<file path="config.mk">
export PLATFORM = sky130hd
export DESIGN_NAME = ide_sector_seq
export DESIGN_NICKNAME = d
export VERILOG_FILES = /design/src/rtl/ide_seq_pkg.sv /design/src/rtl/ide_step_counter.sv /design/src/rtl/ide_bus_cycle.sv /design/src/rtl/ide_seq_ctrl.sv /design/src/rtl/ide_sector_seq.sv
export SDC_FILE = /design/constraint.sdc
export NUM_CORES = 1
export LEC_CHECK = 0
export BUFFER_PORTS_ARGS = -buffer_cell sky130_fd_sc_hd__buf_4
export CAP_MARGIN = 25
export CORE_UTILIZATION = 31
export CTS_BUF_LIST = sky130_fd_sc_hd__clkbuf_2
export DETAILED_ROUTE_END_ITERATION = 10
export GPL_TIMING_DRIVEN = 0
export HOLD_SLACK_MARGIN = 0.15
export REMOVE_ABC_BUFFERS = 1
export SKIP_CTS_REPAIR_TIMING = 1
export SYNTH_ARGS = -nofsm -noshare
export SYNTH_HDL_FRONTEND = slang
export SYNTH_HIERARCHICAL = 1
export SYNTH_SLANG_ARGS = --single-unit
</file>
<file path="constraint.sdc">
create_clock -name clk -period 5.4 [get_ports clk]
set_input_delay 1.08 -clock clk [delete_from_list [all_inputs] [get_ports clk]]
set_output_delay 1.08 -clock clk [all_outputs]
set_load 0.02 [all_outputs]
</file>
<file path="src/rtl/ide_seq_pkg.sv">
// Shared constants, types and helpers for the IDE sector sequencer.
// Assumes a 16-bit drive data bus and 8-bit task-file registers.
package ide_seq_pkg;
    timeunit 1ns; timeprecision 100ps;

    localparam int DATA_W = 16;

    // Command-block register offsets; the programming order relies on 2..7 being contiguous
    localparam logic [2:0] OFS_DATA  = 3'd0;
    localparam logic [2:0] OFS_ERR   = 3'd1;
    localparam logic [2:0] OFS_FIRST = 3'd2;
    localparam logic [2:0] OFS_STAT  = 3'd7;

    localparam int BIT_BUSY = 7;
    localparam int BIT_ERR  = 0;

    typedef enum logic [2:0] {
        SQ_IDLE, SQ_PROG, SQ_POLL, SQ_ERRRD, SQ_XFER
    } seq_state_t;

    typedef enum logic [1:0] {
        BC_IDLE, BC_SETUP, BC_STROBE, BC_HOLD
    } bus_state_t;

    typedef struct packed {
        logic [2:0]        addr;
        logic              wr;
        logic [DATA_W-1:0] wdata;
    } bus_req_t;

    function automatic int cnt_width(input int limit);
        return (limit > 1) ? $clog2(limit) : 1;
    endfunction

    function automatic logic [7:0] drv_head_byte(input logic drv, input logic [3:0] hd);
        return {3'b101, drv, hd};
    endfunction

    function automatic logic [7:0] sector_cmd(input logic wr, input logic noretry);
        return wr ? (noretry ? 8'h31 : 8'h30) : (noretry ? 8'h21 : 8'h20);
    endfunction
endpackage

</file>
<file path="src/rtl/ide_step_counter.sv">
// Saturating-free up counter with a terminal flag.
// Assumes the user never increments while 'last' is high; clear has priority.
module ide_step_counter #(
    parameter int LIMIT = 6,
    localparam int CW = (LIMIT > 1) ? $clog2(LIMIT) : 1
) (
    input  logic          clk,
    input  logic          rst_n,
    input  logic          clr,
    input  logic          inc,
    output logic          last,
    output logic [CW-1:0] value
);
    timeunit 1ns; timeprecision 100ps;

    // Count register: clear, step, or hold
    always_ff @(posedge clk) begin
        if (!rst_n)   value <= '0;
        else if (clr) value <= '0;
        else if (inc) value <= value + 1'b1;
    end

    // Terminal count indicator
    always_comb last = (value == CW'(LIMIT - 1));

    assert_count_bound_R7: assert property (@(posedge clk) disable iff (!rst_n)
        value <= CW'(LIMIT - 1));
    assert_no_wrap_R7: assert property (@(posedge clk) disable iff (!rst_n)
        (inc && !clr) |-> !last);
endmodule

</file>
<file path="src/rtl/ide_bus_cycle.sv">
// Runs one drive register access: setup cycle, STB_CYC strobe cycles, hold cycle.
// Assumes the requester presents a request only while 'busy' is low; read data
// is captured on the last strobe cycle and is valid while 'ack' is high.
module ide_bus_cycle
    import ide_seq_pkg::*;
#(
    parameter int STB_CYC = 3
) (
    input  logic              clk,
    input  logic              rst_n,
    input  logic              req_valid,
    input  bus_req_t          req,
    output logic              busy,
    output logic              ack,
    output logic [DATA_W-1:0] rdata,
    output logic [2:0]        ide_addr,
    output logic              ide_cs0_n,
    output logic              ide_cs1_n,
    output logic              ide_rd_n,
    output logic              ide_wr_n,
    output logic [DATA_W-1:0] ide_dout,
    output logic              ide_doe,
    input  logic [DATA_W-1:0] ide_din
);
    timeunit 1ns; timeprecision 100ps;

    localparam int SW = $clog2(STB_CYC + 1);

    bus_state_t      st;
    bus_req_t        cur;
    logic [SW-1:0]   scnt;

    // Access phase sequencing and read capture
    always_ff @(posedge clk) begin
        if (!rst_n) begin
            st    <= BC_IDLE;
            cur   <= '0;
            scnt  <= '0;
            rdata <= '0;
        end else begin
            case (st)
                BC_IDLE: if (req_valid) begin
                    cur <= req;
                    st  <= BC_SETUP;
                end
                BC_SETUP: begin
                    scnt <= '0;
                    st   <= BC_STROBE;
                end
                BC_STROBE: begin
                    if (scnt == SW'(STB_CYC - 1)) begin
                        if (!cur.wr) rdata <= ide_din;
                        st <= BC_HOLD;
                    end else begin
                        scnt <= scnt + 1'b1;
                    end
                end
                default: st <= BC_IDLE;
            endcase
        end
    end

    // Pin drive from the phase register
    always_comb begin
        busy      = (st != BC_IDLE);
        ack       = (st == BC_HOLD);
        ide_addr  = cur.addr;
        ide_cs0_n = (st == BC_IDLE);
        ide_cs1_n = 1'b1;
        ide_rd_n  = !((st == BC_STROBE) && !cur.wr);
        ide_wr_n  = !((st == BC_STROBE) && cur.wr);
        ide_dout  = cur.wdata;
        ide_doe   = busy && cur.wr;
    end

    logic strobe_idle;
    always_comb strobe_idle = ide_rd_n && ide_wr_n;

    assert_setup_before_strobe_R12: assert property (@(posedge clk) disable iff (!rst_n)
        $fell(strobe_idle) |-> $past(!ide_cs0_n));
    assert_hold_after_strobe_R12: assert property (@(posedge clk) disable iff (!rst_n)
        $rose(strobe_idle) |-> !ide_cs0_n);
    assert_addr_stable_R5: assert property (@(posedge clk) disable iff (!rst_n)
        (!strobe_idle && $past(!strobe_idle)) |-> $stable(ide_addr));
endmodule

</file>
<file path="src/rtl/ide_seq_ctrl.sv">
// Sequencer control: register programming, busy poll, error fetch and data phase.
// Assumes the bus engine accepts a request in the cycle req_valid is high with
// bus_busy low, and raises bus_ack for one cycle when the access ends.
module ide_seq_ctrl
    import ide_seq_pkg::*;
#(
    parameter int STEP_W = 3,
    parameter int POLL_W = 3,
    parameter int WORD_W = 8
) (
    input  logic              clk,
    input  logic              rst_n,
    input  logic              start,
    input  logic              op_write,
    input  logic              no_retry,
    input  logic              drive_sel,
    input  logic [3:0]        head,
    input  logic [7:0]        sector,
    input  logic [15:0]       cylinder,
    output logic              seq_busy,
    output logic              done,
    output logic              fail,
    output logic              fail_timeout,
    output logic [7:0]        fail_code,
    input  logic [DATA_W-1:0] wr_data,
    input  logic              wr_valid,
    output logic              wr_ready,
    output logic [DATA_W-1:0] rd_data,
    output logic              rd_valid,
    input  logic              rd_ready,
    output logic              req_valid,
    output bus_req_t          req,
    input  logic              bus_busy,
    input  logic              bus_ack,
    input  logic [DATA_W-1:0] bus_rdata,
    input  logic [STEP_W-1:0] step_val,
    input  logic              step_last,
    input  logic [POLL_W-1:0] poll_val,
    input  logic              poll_last,
    input  logic [WORD_W-1:0] word_val,
    input  logic              word_last,
    output logic              cnt_clr,
    output logic              step_inc,
    output logic              poll_inc,
    output logic              word_inc
);
    timeunit 1ns; timeprecision 100ps;

    seq_state_t  state;
    logic        op_wr_q, noretry_q, drv_q;
    logic [3:0]  head_q;
    logic [7:0]  sect_q;
    logic [15:0] cyl_q;
    logic        rd_hold;
    logic [7:0]  prog_byte;

    // Byte for the current programming step
    always_comb begin
        case (step_val)
            STEP_W'(0): prog_byte = 8'h01;
            STEP_W'(1): prog_byte = sect_q;
            STEP_W'(2): prog_byte = cyl_q[7:0];
            STEP_W'(3): prog_byte = cyl_q[15:8];
            STEP_W'(4): prog_byte = drv_head_byte(drv_q, head_q);
            STEP_W'(5): prog_byte = sector_cmd(op_wr_q, noretry_q);
            default:    prog_byte = 8'h00;
        endcase
    end

    // Bus request and stream handshakes for the current state
    always_comb begin
        req_valid = 1'b0;
        req       = '0;
        wr_ready  = 1'b0;
        case (state)
            SQ_PROG: begin
                req_valid = !bus_busy;
                req.addr  = 3'(OFS_FIRST + 3'(step_val));
                req.wr    = 1'b1;
                req.wdata = {8'h00, prog_byte};
            end
            SQ_POLL: begin
                req_valid = !bus_busy;
                req.addr  = OFS_STAT;
            end
            SQ_ERRRD: begin
                req_valid = !bus_busy;
                req.addr  = OFS_ERR;
            end
            SQ_XFER: begin
                req.addr = OFS_DATA;
                if (op_wr_q) begin
                    wr_ready  = !bus_busy;
                    req_valid = !bus_busy && wr_valid;
                    req.wr    = 1'b1;
                    req.wdata = wr_data;
                end else begin
                    req_valid = !bus_busy && !rd_hold;
                end
            end
            default: ;
        endcase
    end

    // Counter controls
    always_comb begin
        cnt_clr  = (state == SQ_IDLE) && start;
        step_inc = (state == SQ_PROG) && bus_ack && !step_last;
        poll_inc = (state == SQ_POLL) && bus_ack && bus_rdata[BIT_BUSY] && !poll_last;
        word_inc = (state == SQ_XFER) && !word_last &&
                   (op_wr_q ? bus_ack : (rd_hold && rd_ready));
    end

    always_comb begin
        seq_busy = (state != SQ_IDLE);
        rd_valid = rd_hold;
    end

    // Main sequence, completion pulses and read-word holding register
    always_ff @(posedge clk) begin
        if (!rst_n) begin
            state        <= SQ_IDLE;
            op_wr_q      <= 1'b0;
            noretry_q    <= 1'b0;
            drv_q        <= 1'b0;
            head_q       <= '0;
            sect_q       <= '0;
            cyl_q        <= '0;
            done         <= 1'b0;
            fail         <= 1'b0;
            fail_timeout <= 1'b0;
            fail_code    <= '0;
            rd_hold      <= 1'b0;
            rd_data      <= '0;
        end else begin
            done <= 1'b0;
            fail <= 1'b0;
            case (state)
                SQ_IDLE: if (start) begin
                    op_wr_q      <= op_write;
                    noretry_q    <= no_retry;
                    drv_q        <= drive_sel;
                    head_q       <= head;
                    sect_q       <= sector;
                    cyl_q        <= cylinder;
                    fail_timeout <= 1'b0;
                    fail_code    <= '0;
                    state        <= SQ_PROG;
                end
                SQ_PROG: if (bus_ack && step_last) state <= SQ_POLL;
                SQ_POLL: if (bus_ack) begin
                    if (bus_rdata[BIT_BUSY]) begin
                        if (poll_last) begin
                            fail         <= 1'b1;
                            fail_timeout <= 1'b1;
                            fail_code    <= bus_rdata[7:0];
                            state        <= SQ_IDLE;
                        end
                    end else if (bus_rdata[BIT_ERR]) begin
                        state <= SQ_ERRRD;
                    end else begin
                        state <= SQ_XFER;
                    end
                end
                SQ_ERRRD: if (bus_ack) begin
                    fail      <= 1'b1;
                    fail_code <= bus_rdata[7:0];
                    state     <= SQ_IDLE;
                end
                SQ_XFER: begin
                    if (op_wr_q) begin
                        if (bus_ack && word_last) begin
                            done  <= 1'b1;
                            state <= SQ_IDLE;
                        end
                    end else if (bus_ack) begin
                        rd_hold <= 1'b1;
                        rd_data <= bus_rdata;
                    end else if (rd_hold && rd_ready) begin
                        rd_hold <= 1'b0;
                        if (word_last) begin
                            done  <= 1'b1;
                            state <= SQ_IDLE;
                        end
                    end
                end
                default: state <= SQ_IDLE;
            endcase
        end
    end

    assert_rd_hold_R8: assert property (@(posedge clk) disable iff (!rst_n)
        (rd_valid && !rd_ready) |=> (rd_valid && $stable(rd_data)));
    assert_done_fail_excl_R11: assert property (@(posedge clk) disable iff (!rst_n)
        !(done && fail));
    assert_timeout_with_fail_R10: assert property (@(posedge clk) disable iff (!rst_n)
        $rose(fail_timeout) |-> fail);
    assert_word_idx_fresh_R7: assert property (@(posedge clk) disable iff (!rst_n)
        (state == SQ_PROG) |-> (word_val == '0));
    assert_poll_idx_fresh_R6: assert property (@(posedge clk) disable iff (!rst_n)
        (state == SQ_PROG) |-> (poll_val == '0));
endmodule

</file>
<file path="src/rtl/ide_sector_seq.sv">
// Top level: single-sector PIO read/write sequencer for an IDE command block.
// Assumes the drive honours the strobe width STB_CYC; POLL_LIMIT bounds busy polls.
module ide_sector_seq
    import ide_seq_pkg::*;
#(
    parameter int STB_CYC    = 3,
    parameter int POLL_LIMIT = 100000,
    parameter int WORDS      = 256
) (
    input  logic        clk,
    input  logic        rst_n,
    input  logic        start,
    input  logic        op_write,
    input  logic        no_retry,
    input  logic        drive_sel,
    input  logic [3:0]  head,
    input  logic [7:0]  sector,
    input  logic [15:0] cylinder,
    output logic        seq_busy,
    output logic        done,
    output logic        fail,
    output logic        fail_timeout,
    output logic [7:0]  fail_code,
    input  logic [15:0] wr_data,
    input  logic        wr_valid,
    output logic        wr_ready,
    output logic [15:0] rd_data,
    output logic        rd_valid,
    input  logic        rd_ready,
    output logic [2:0]  ide_addr,
    output logic        ide_cs0_n,
    output logic        ide_cs1_n,
    output logic        ide_rd_n,
    output logic        ide_wr_n,
    output logic [15:0] ide_dout,
    output logic        ide_doe,
    input  logic [15:0] ide_din
);
    timeunit 1ns; timeprecision 100ps;

    localparam int PROG_STEPS = 6;
    localparam int STEP_W = cnt_width(PROG_STEPS);
    localparam int POLL_W = cnt_width(POLL_LIMIT);
    localparam int WORD_W = cnt_width(WORDS);

    logic              req_valid, bus_busy, bus_ack;
    bus_req_t          req;
    logic [DATA_W-1:0] bus_rdata;
    logic              cnt_clr, step_inc, poll_inc, word_inc;
    logic              step_last, poll_last, word_last;
    logic [STEP_W-1:0] step_val;
    logic [POLL_W-1:0] poll_val;
    logic [WORD_W-1:0] word_val;

    ide_seq_ctrl #(.STEP_W(STEP_W), .POLL_W(POLL_W), .WORD_W(WORD_W)) u_ctrl (
        .clk(clk), .rst_n(rst_n), .start(start), .op_write(op_write),
        .no_retry(no_retry), .drive_sel(drive_sel), .head(head),
        .sector(sector), .cylinder(cylinder), .seq_busy(seq_busy),
        .done(done), .fail(fail), .fail_timeout(fail_timeout),
        .fail_code(fail_code), .wr_data(wr_data), .wr_valid(wr_valid),
        .wr_ready(wr_ready), .rd_data(rd_data), .rd_valid(rd_valid),
        .rd_ready(rd_ready), .req_valid(req_valid), .req(req),
        .bus_busy(bus_busy), .bus_ack(bus_ack), .bus_rdata(bus_rdata),
        .step_val(step_val), .step_last(step_last),
        .poll_val(poll_val), .poll_last(poll_last),
        .word_val(word_val), .word_last(word_last),
        .cnt_clr(cnt_clr), .step_inc(step_inc),
        .poll_inc(poll_inc), .word_inc(word_inc)
    );

    ide_step_counter #(.LIMIT(PROG_STEPS)) u_step (
        .clk(clk), .rst_n(rst_n), .clr(cnt_clr), .inc(step_inc),
        .last(step_last), .value(step_val)
    );

    ide_step_counter #(.LIMIT(POLL_LIMIT)) u_poll (
        .clk(clk), .rst_n(rst_n), .clr(cnt_clr), .inc(poll_inc),
        .last(poll_last), .value(poll_val)
    );

    ide_step_counter #(.LIMIT(WORDS)) u_word (
        .clk(clk), .rst_n(rst_n), .clr(cnt_clr), .inc(word_inc),
        .last(word_last), .value(word_val)
    );

    ide_bus_cycle #(.STB_CYC(STB_CYC)) u_bus (
        .clk(clk), .rst_n(rst_n), .req_valid(req_valid), .req(req),
        .busy(bus_busy), .ack(bus_ack), .rdata(bus_rdata),
        .ide_addr(ide_addr), .ide_cs0_n(ide_cs0_n), .ide_cs1_n(ide_cs1_n),
        .ide_rd_n(ide_rd_n), .ide_wr_n(ide_wr_n), .ide_dout(ide_dout),
        .ide_doe(ide_doe), .ide_din(ide_din)
    );

    assert_no_dual_select_R5: assert property (@(posedge clk) disable iff (!rst_n)
        !(!ide_cs0_n && !ide_cs1_n));
    assert_strobe_needs_cs0_R5: assert property (@(posedge clk) disable iff (!rst_n)
        (!ide_rd_n || !ide_wr_n) |-> !ide_cs0_n);
endmodule

</file>
[After elaboration in Yosys (flattened, before gate mapping)]
Index checks and enable logic that the tools add are counted.
Storage, ports and cells
  flip-flop bits (word level): 130
  bits in latches: 0
  bits in writable memories: 0
  ROM bits: 0
  input bits: 68
  output and inout port bits: 54
  word-level logic and storage cells: 158
  memories: 0
Cells by class
  $add $sub $neg: 5
  multipliers: 0
  divide/modulo/power cells: 0
  magnitude comparators: 0
  equality and inequality tests: 29
  shift-type cells: 0
  mux-type cells: 53
  bitwise operators: 3
  reductions and logical operators: 46
Operators by type and width (count)
  8-bit 2-to-1 mux: 6
  8-bit case mux with 6 select lines: 1
  3-bit 2-to-1 mux: 12
  17-bit case mux with 2 select lines: 1
  8-bit case mux with 3 select lines: 1
  1-bit 2-to-1 mux: 21
  17-bit by 1-bit adder with 17-bit output (second input constant): 1
  17-bit equality test (second input constant): 1
  17-bit 2-to-1 mux: 1
  1-bit logical AND: 16
  3-bit case mux with 5 select lines: 1
  3-bit by 2-bit equality test with 1-bit output (second input constant): 4
  2-bit by 1-bit != test with 1-bit output (second input constant): 6
  2-bit AND reduction: 5
  3-bit equality test (second input constant): 3
  3-bit != test (second input constant): 3
  3-bit case mux with 3 select lines: 1
  3-bit AND reduction: 3
  9-bit AND reduction: 1
  8-bit by 1-bit adder with 8-bit output (second input constant): 1
  8-bit equality test (second input constant): 1
  1-bit zero test: 8
  2-bit nonzero test: 4
  2-bit equality test (second input constant): 3
  20 further kinds: 31

[Depth between registers and ports, before layout]
  depth in word-level cells: 7
  gate-level depth with buffers: 10
  mapped depth without buffers: 9

[Cells and area by module]
The synthesis kept the hierarchy.
By module, submodules not included
  ide_seq_ctrl: times used 1, cells an instance 387, area each 3017.9 sq um, seq. area each 1241.2 sq um
  ide_bus_cycle: times used 1, cells an instance 220, area each 1990.7 sq um, seq. area each 800.8 sq um
  ide_step_counter (u_poll): times used 1, cells an instance 93, area each 822.0 sq um, seq. area each 340.3 sq um
  ide_step_counter (u_word): times used 1, cells an instance 40, area each 354.1 sq um, seq. area each 160.2 sq um
  ide_step_counter (u_step): times used 1, cells an instance 15, area each 155.1 sq um, seq. area each 60.1 sq um

[Worst setup path before layout]
No wires, ideal clock.
  path kind: input-to-reg
  start: in start
  end: reg u_poll.value[0]
  setup time: 0.128 ns
  arrival time: 2.152 ns
  required time: 5.272 ns
  path slack: 3.120 ns
  stages: 7
  buffers on the path: 3
  cell sequence: nand2_1 > inv_2 > buf_2 > nand2b_1 > clkbuf_1 > clkbuf_1 > nor2_1
Between the ends
  word-level cells in the longest chain between the ends: 2
Ends and longest elaborated chain
  start, declared: RTL line ide_sector_seq.sv:12  | input logic start,
  1-bit logical AND: RTL line ide_seq_ctrl.sv:107  | cnt_clr = (state == SQ_IDLE) && start;
  net cnt_clr: RTL line ide_sector_seq.sv:49  | logic cnt_clr, step_inc, poll_inc, word_inc;
  2-bit OR reduction (no line)
  end signal, assigned: RTL line ide_step_counter.sv:20  | else if (inc) value <= value + 1'b1;
  end, declared: RTL line ide_step_counter.sv:12  | output logic [CW-1:0] value
The timed path passes the listed nets, and every way through them passes these cells.
A chain may end at the register's enable or synchronous reset.

[Worst setup path in the final report]
  start: reg u_ctrl.state[2]
  end: out wr_ready
Between the ends
  word-level cells in the longest chain between the ends: 2
Ends and longest elaborated chain
  start, declared: RTL line ide_seq_ctrl.sv:49  | seq_state_t state;
  start signal, assigned: RTL line ide_seq_ctrl.sv:122  | state <= SQ_IDLE;
  start signal, assigned: RTL line ide_seq_ctrl.sv:148  | state <= SQ_PROG;
  start signal, assigned: RTL line ide_seq_ctrl.sv:150  | SQ_PROG: if (bus_ack && step_last) state <= SQ_POLL;
  3-bit equality test: RTL line ide_seq_ctrl.sv:75  | case (state)
  1-bit 2-to-1 mux: RTL line ide_seq_ctrl.sv:75
  end, declared: RTL line ide_sector_seq.sv:26  | output logic wr_ready,
Every way passes these cells.

==> impl_metrics.env <==
export IMPL_r2r_cells=7
export IMPL_synthTopCellsByCount="180 x nand2_1, 130 x dfxtp_1, 65 x a21oi_1, 50 x nor2_1, 27 x nand3_1"
export IMPL_grt_ovfl_total=0
export IMPL_die_width_um=145
export IMPL_final_nets=912
export IMPL_core_area_mm2=0.0198
export IMPL_rsz0062_at_grt="no"
export IMPL_drv_slew=0
export IMPL_arrival_ns=2.88
export IMPL_dp_hpwl_mm=10.2
export IMPL_io_pins=122
export IMPL_wl_met1_mm=7.08
export IMPL_cts_max_level=4
export IMPL_post_route_period_util_pct=73.3
export IMPL_synthCells=755
export IMPL_wire_per_inst_um=13.6
export IMPL_synth_top_area_share_pct=41.0
export IMPL_max_freq_mhz=253
export IMPL_via_per_inst=4.69
export IMPL_p_leak_uw=0.00289
export IMPL_synth_area_leaders="dfxtp_1 41%, nand2_1 11%, a21oi_1 5.1%, mux2i_1 3.3%, ha_1 3.0%"
export IMPL_dr_total_vias=5192
export IMPL_critPathKind="register to primary output"
export IMPL_drc=0
export IMPL_root_buffer="clkbuf_2"
export IMPL_first_iter_violations=258
export IMPL_cp_required_ns=4.32
export IMPL_clockBufferDepth=2
export IMPL_cp_start_kind="register"
export IMPL_synth_warnings=6
export IMPL_fin_util_pct=37.6
export IMPL_ys_ff_latch=130
export IMPL_final_hold_viol_count=0
export IMPL_async_flop_share_pct=0
export IMPL_cts_tree="yes"
export IMPL_timing_rr_start="u_ctrl/state[1]$_SDFFE_PN0P_"
export IMPL_gp_congestion=0.790
export IMPL_wl_mm=15.1
export IMPL_setup_tns_final_ns=0
export IMPL_clock_sinks=130
export IMPL_synth_top_flop_cell="dfxtp_1"
export IMPL_yosysMostFrequentCell="nand2_1"
export IMPL_yosysSeqAreaShare_pct=41.0
export IMPL_critPathMaxFanout=18
export IMPL_antenna_left=0
export IMPL_grtUsageTotal_pct=14.8
export IMPL_tightest_slew_ns=1.07
export IMPL_outcome="finished clean"
export IMPL_max_cap_violations=0
export IMPL_critPathLaunch="u_ctrl/state[2]$_SDFFE_PN0P_"
export IMPL_grt_max_degree=68
export IMPL_antenna_found_initial=1
export IMPL_dieArea_mm2=0.0210
export IMPL_highest_layer="met4"
export IMPL_port_buffers=120
export IMPL_insertion_delay_ns=0.67
export IMPL_dr_pass1_iters=4
export IMPL_drive_above_1_share_pct=24.8
export IMPL_synth_top_area_cell="dfxtp_1"
export IMPL_wl_met2_mm=6.68
export IMPL_max_slew_margin_pct=28.6
export IMPL_die_h_um=145
export IMPL_initial_core_util_pct=32.0
export IMPL_clk_pin_slew_worst_paths_ns=0.19
export IMPL_grt_pass1_wl_mm=25.2
export IMPL_power_density_mw_per_mm2=321
export IMPL_setup_viol=0
export IMPL_numCtsBuffers=17
export IMPL_timing_clock_skew_ns=0.0308
export IMPL_worstHoldStart="u_bus/rdata[1]$_SDFFE_PN0P_"
export IMPL_avgSynthCellArea_um2=8.40
export IMPL_holdPathStages=2
export IMPL_wl_met3_mm=1.16
export IMPL_num_rows=51
export IMPL_synthesis_area_mm2=0.00634
export IMPL_hp_class="register to register"
export IMPL_grt_pass1_vias=5029
export IMPL_layout_min_cycle_time_ns=3.96
export IMPL_area_growth_pct=17.4
export IMPL_synth_edf_count=0
export IMPL_synth_distinct_cells=66
export IMPL_cp_end_kind="primary output"
export IMPL_peakVddDrop_uv=140
-- power by group --
part           switching [uW]  internal (uW)
registers                74.4           1020
logic                     410            265
clock network             356            262
-- path summary, 6_finish.rpt --
check | to | slack (ns)
setup reg to reg | u_poll/value[13]$_SDFFE_PP0P_ | 2.48
hold reg to reg | u_ctrl/rd_data[1]$_SDFFE_PN0P_ | 0.46
setup / recovery | wr_ready | 1.44
hold / removal | u_ctrl/rd_data[1]$_SDFFE_PN0P_ | 0.46
-- state kept, by name, summed over array words and instances, names as in the netlist, 2 cells and up --
signal and flops:
u_bus/ide_addr 3, u_bus/ide_dout 16, u_bus/rdata 16, u_bus/scnt 2, u_bus/st 2, u_ctrl/cyl_q 16
u_ctrl/fail_code 8, u_ctrl/head_q 4, u_ctrl/rd_data 16, u_ctrl/sect_q 8, u_ctrl/state 3, u_poll/value 17
u_step/value 3, u_word/value 8
-- layout by cell type, fill, tap and decap left out, types with 4 or more instances in the layout --
| cell | synthesis | routed |
|---|---|---|
| a21boi_1 | 8 | 8 |
| xnor2_1 | 12 | 12 |
| mux2i_1 | 21 | 21 |
| inv_1 | 13 | 13 |
| nor3b_1 | 4 | 4 |
| a22o_1 | 6 | 6 |
| buf_4 | 24 | 120 |
| nand4_1 | 7 | 7 |
| nand3_1 | 27 | 27 |
| nor2b_1 | 5 | 5 |
| o21ai_2 | 16 | 16 |
| nand4_2 | 4 | 4 |
| nand2_1 | 180 | 180 |
| nand2b_1 | 6 | 6 |
| or3_1 | 5 | 5 |
| a21boi_2 | 13 | 13 |
| xor2_1 | 6 | 6 |
| dfxtp_1 | 130 | 130 |
| ha_1 | 15 | 15 |
| nor4_1 | 5 | 5 |
| a22oi_1 | 4 | 4 |
| a21oi_1 | 65 | 65 |
| mux2_2 | 5 | 5 |
| o21ai_0 | 10 | 10 |
| nor2_1 | 50 | 50 |
| and2_1 | 17 | 17 |
| clkbuf_2 | 0 | 21 |
| nor3_1 | 7 | 7 |
-- cells by family after synthesis --
kind of cell	synth area share, %
multiplexers	4.20
flip-flops	41.0
other	0.0591
XOR/XNOR	2.49
AND/OR/NAND/NOR	25.4
buffers and inverters	7.74
adder cells (fa/ha/maj)	2.96
AO/OA/AOI/OAI	16.1
-- per-stage QoR --
step	total power [uW]	cells	hold slack (ns)	setup slack [ns]	area, um^2
final	2390	1108	0.464	1.44	7440
after global routing	2550	1108	0.471	1.14	7440
after CTS	2420	1107	0.453	1.35	7440
after detailed placement	1800	1075	0.447	2.14	7200
after global placement	1770	1072	0.438	1.11	7150
after floorplan	1560	687	0.432	2.61	5910
-- final cells by class --
type                    count  area [um^2]
flip-flops and latches    130         2600
diodes                      1         2.50
multi-input cells         540         3250
well taps                 265          332
repair buffers            123          953
inverters                  17         65.1
clock inverters            11          136
fillers                  2110        12300
clock buffers              21          105
-- worst max-delay path, stage by stage (launching register included) --
cell,delay (ns)
dfxtp_1,0.77
nor4bb_4,1.06
nor2b_1,0.25
buf_4,0.16
-- metal layers --
layer	vias to the layer above	GRT usage, %
met2	128	23.6
met5	-	0
met3	7	5.60
met1	2390	18.6
met4	0	4.04
li1	2667	-
Power figures use the tool's default switching activity.
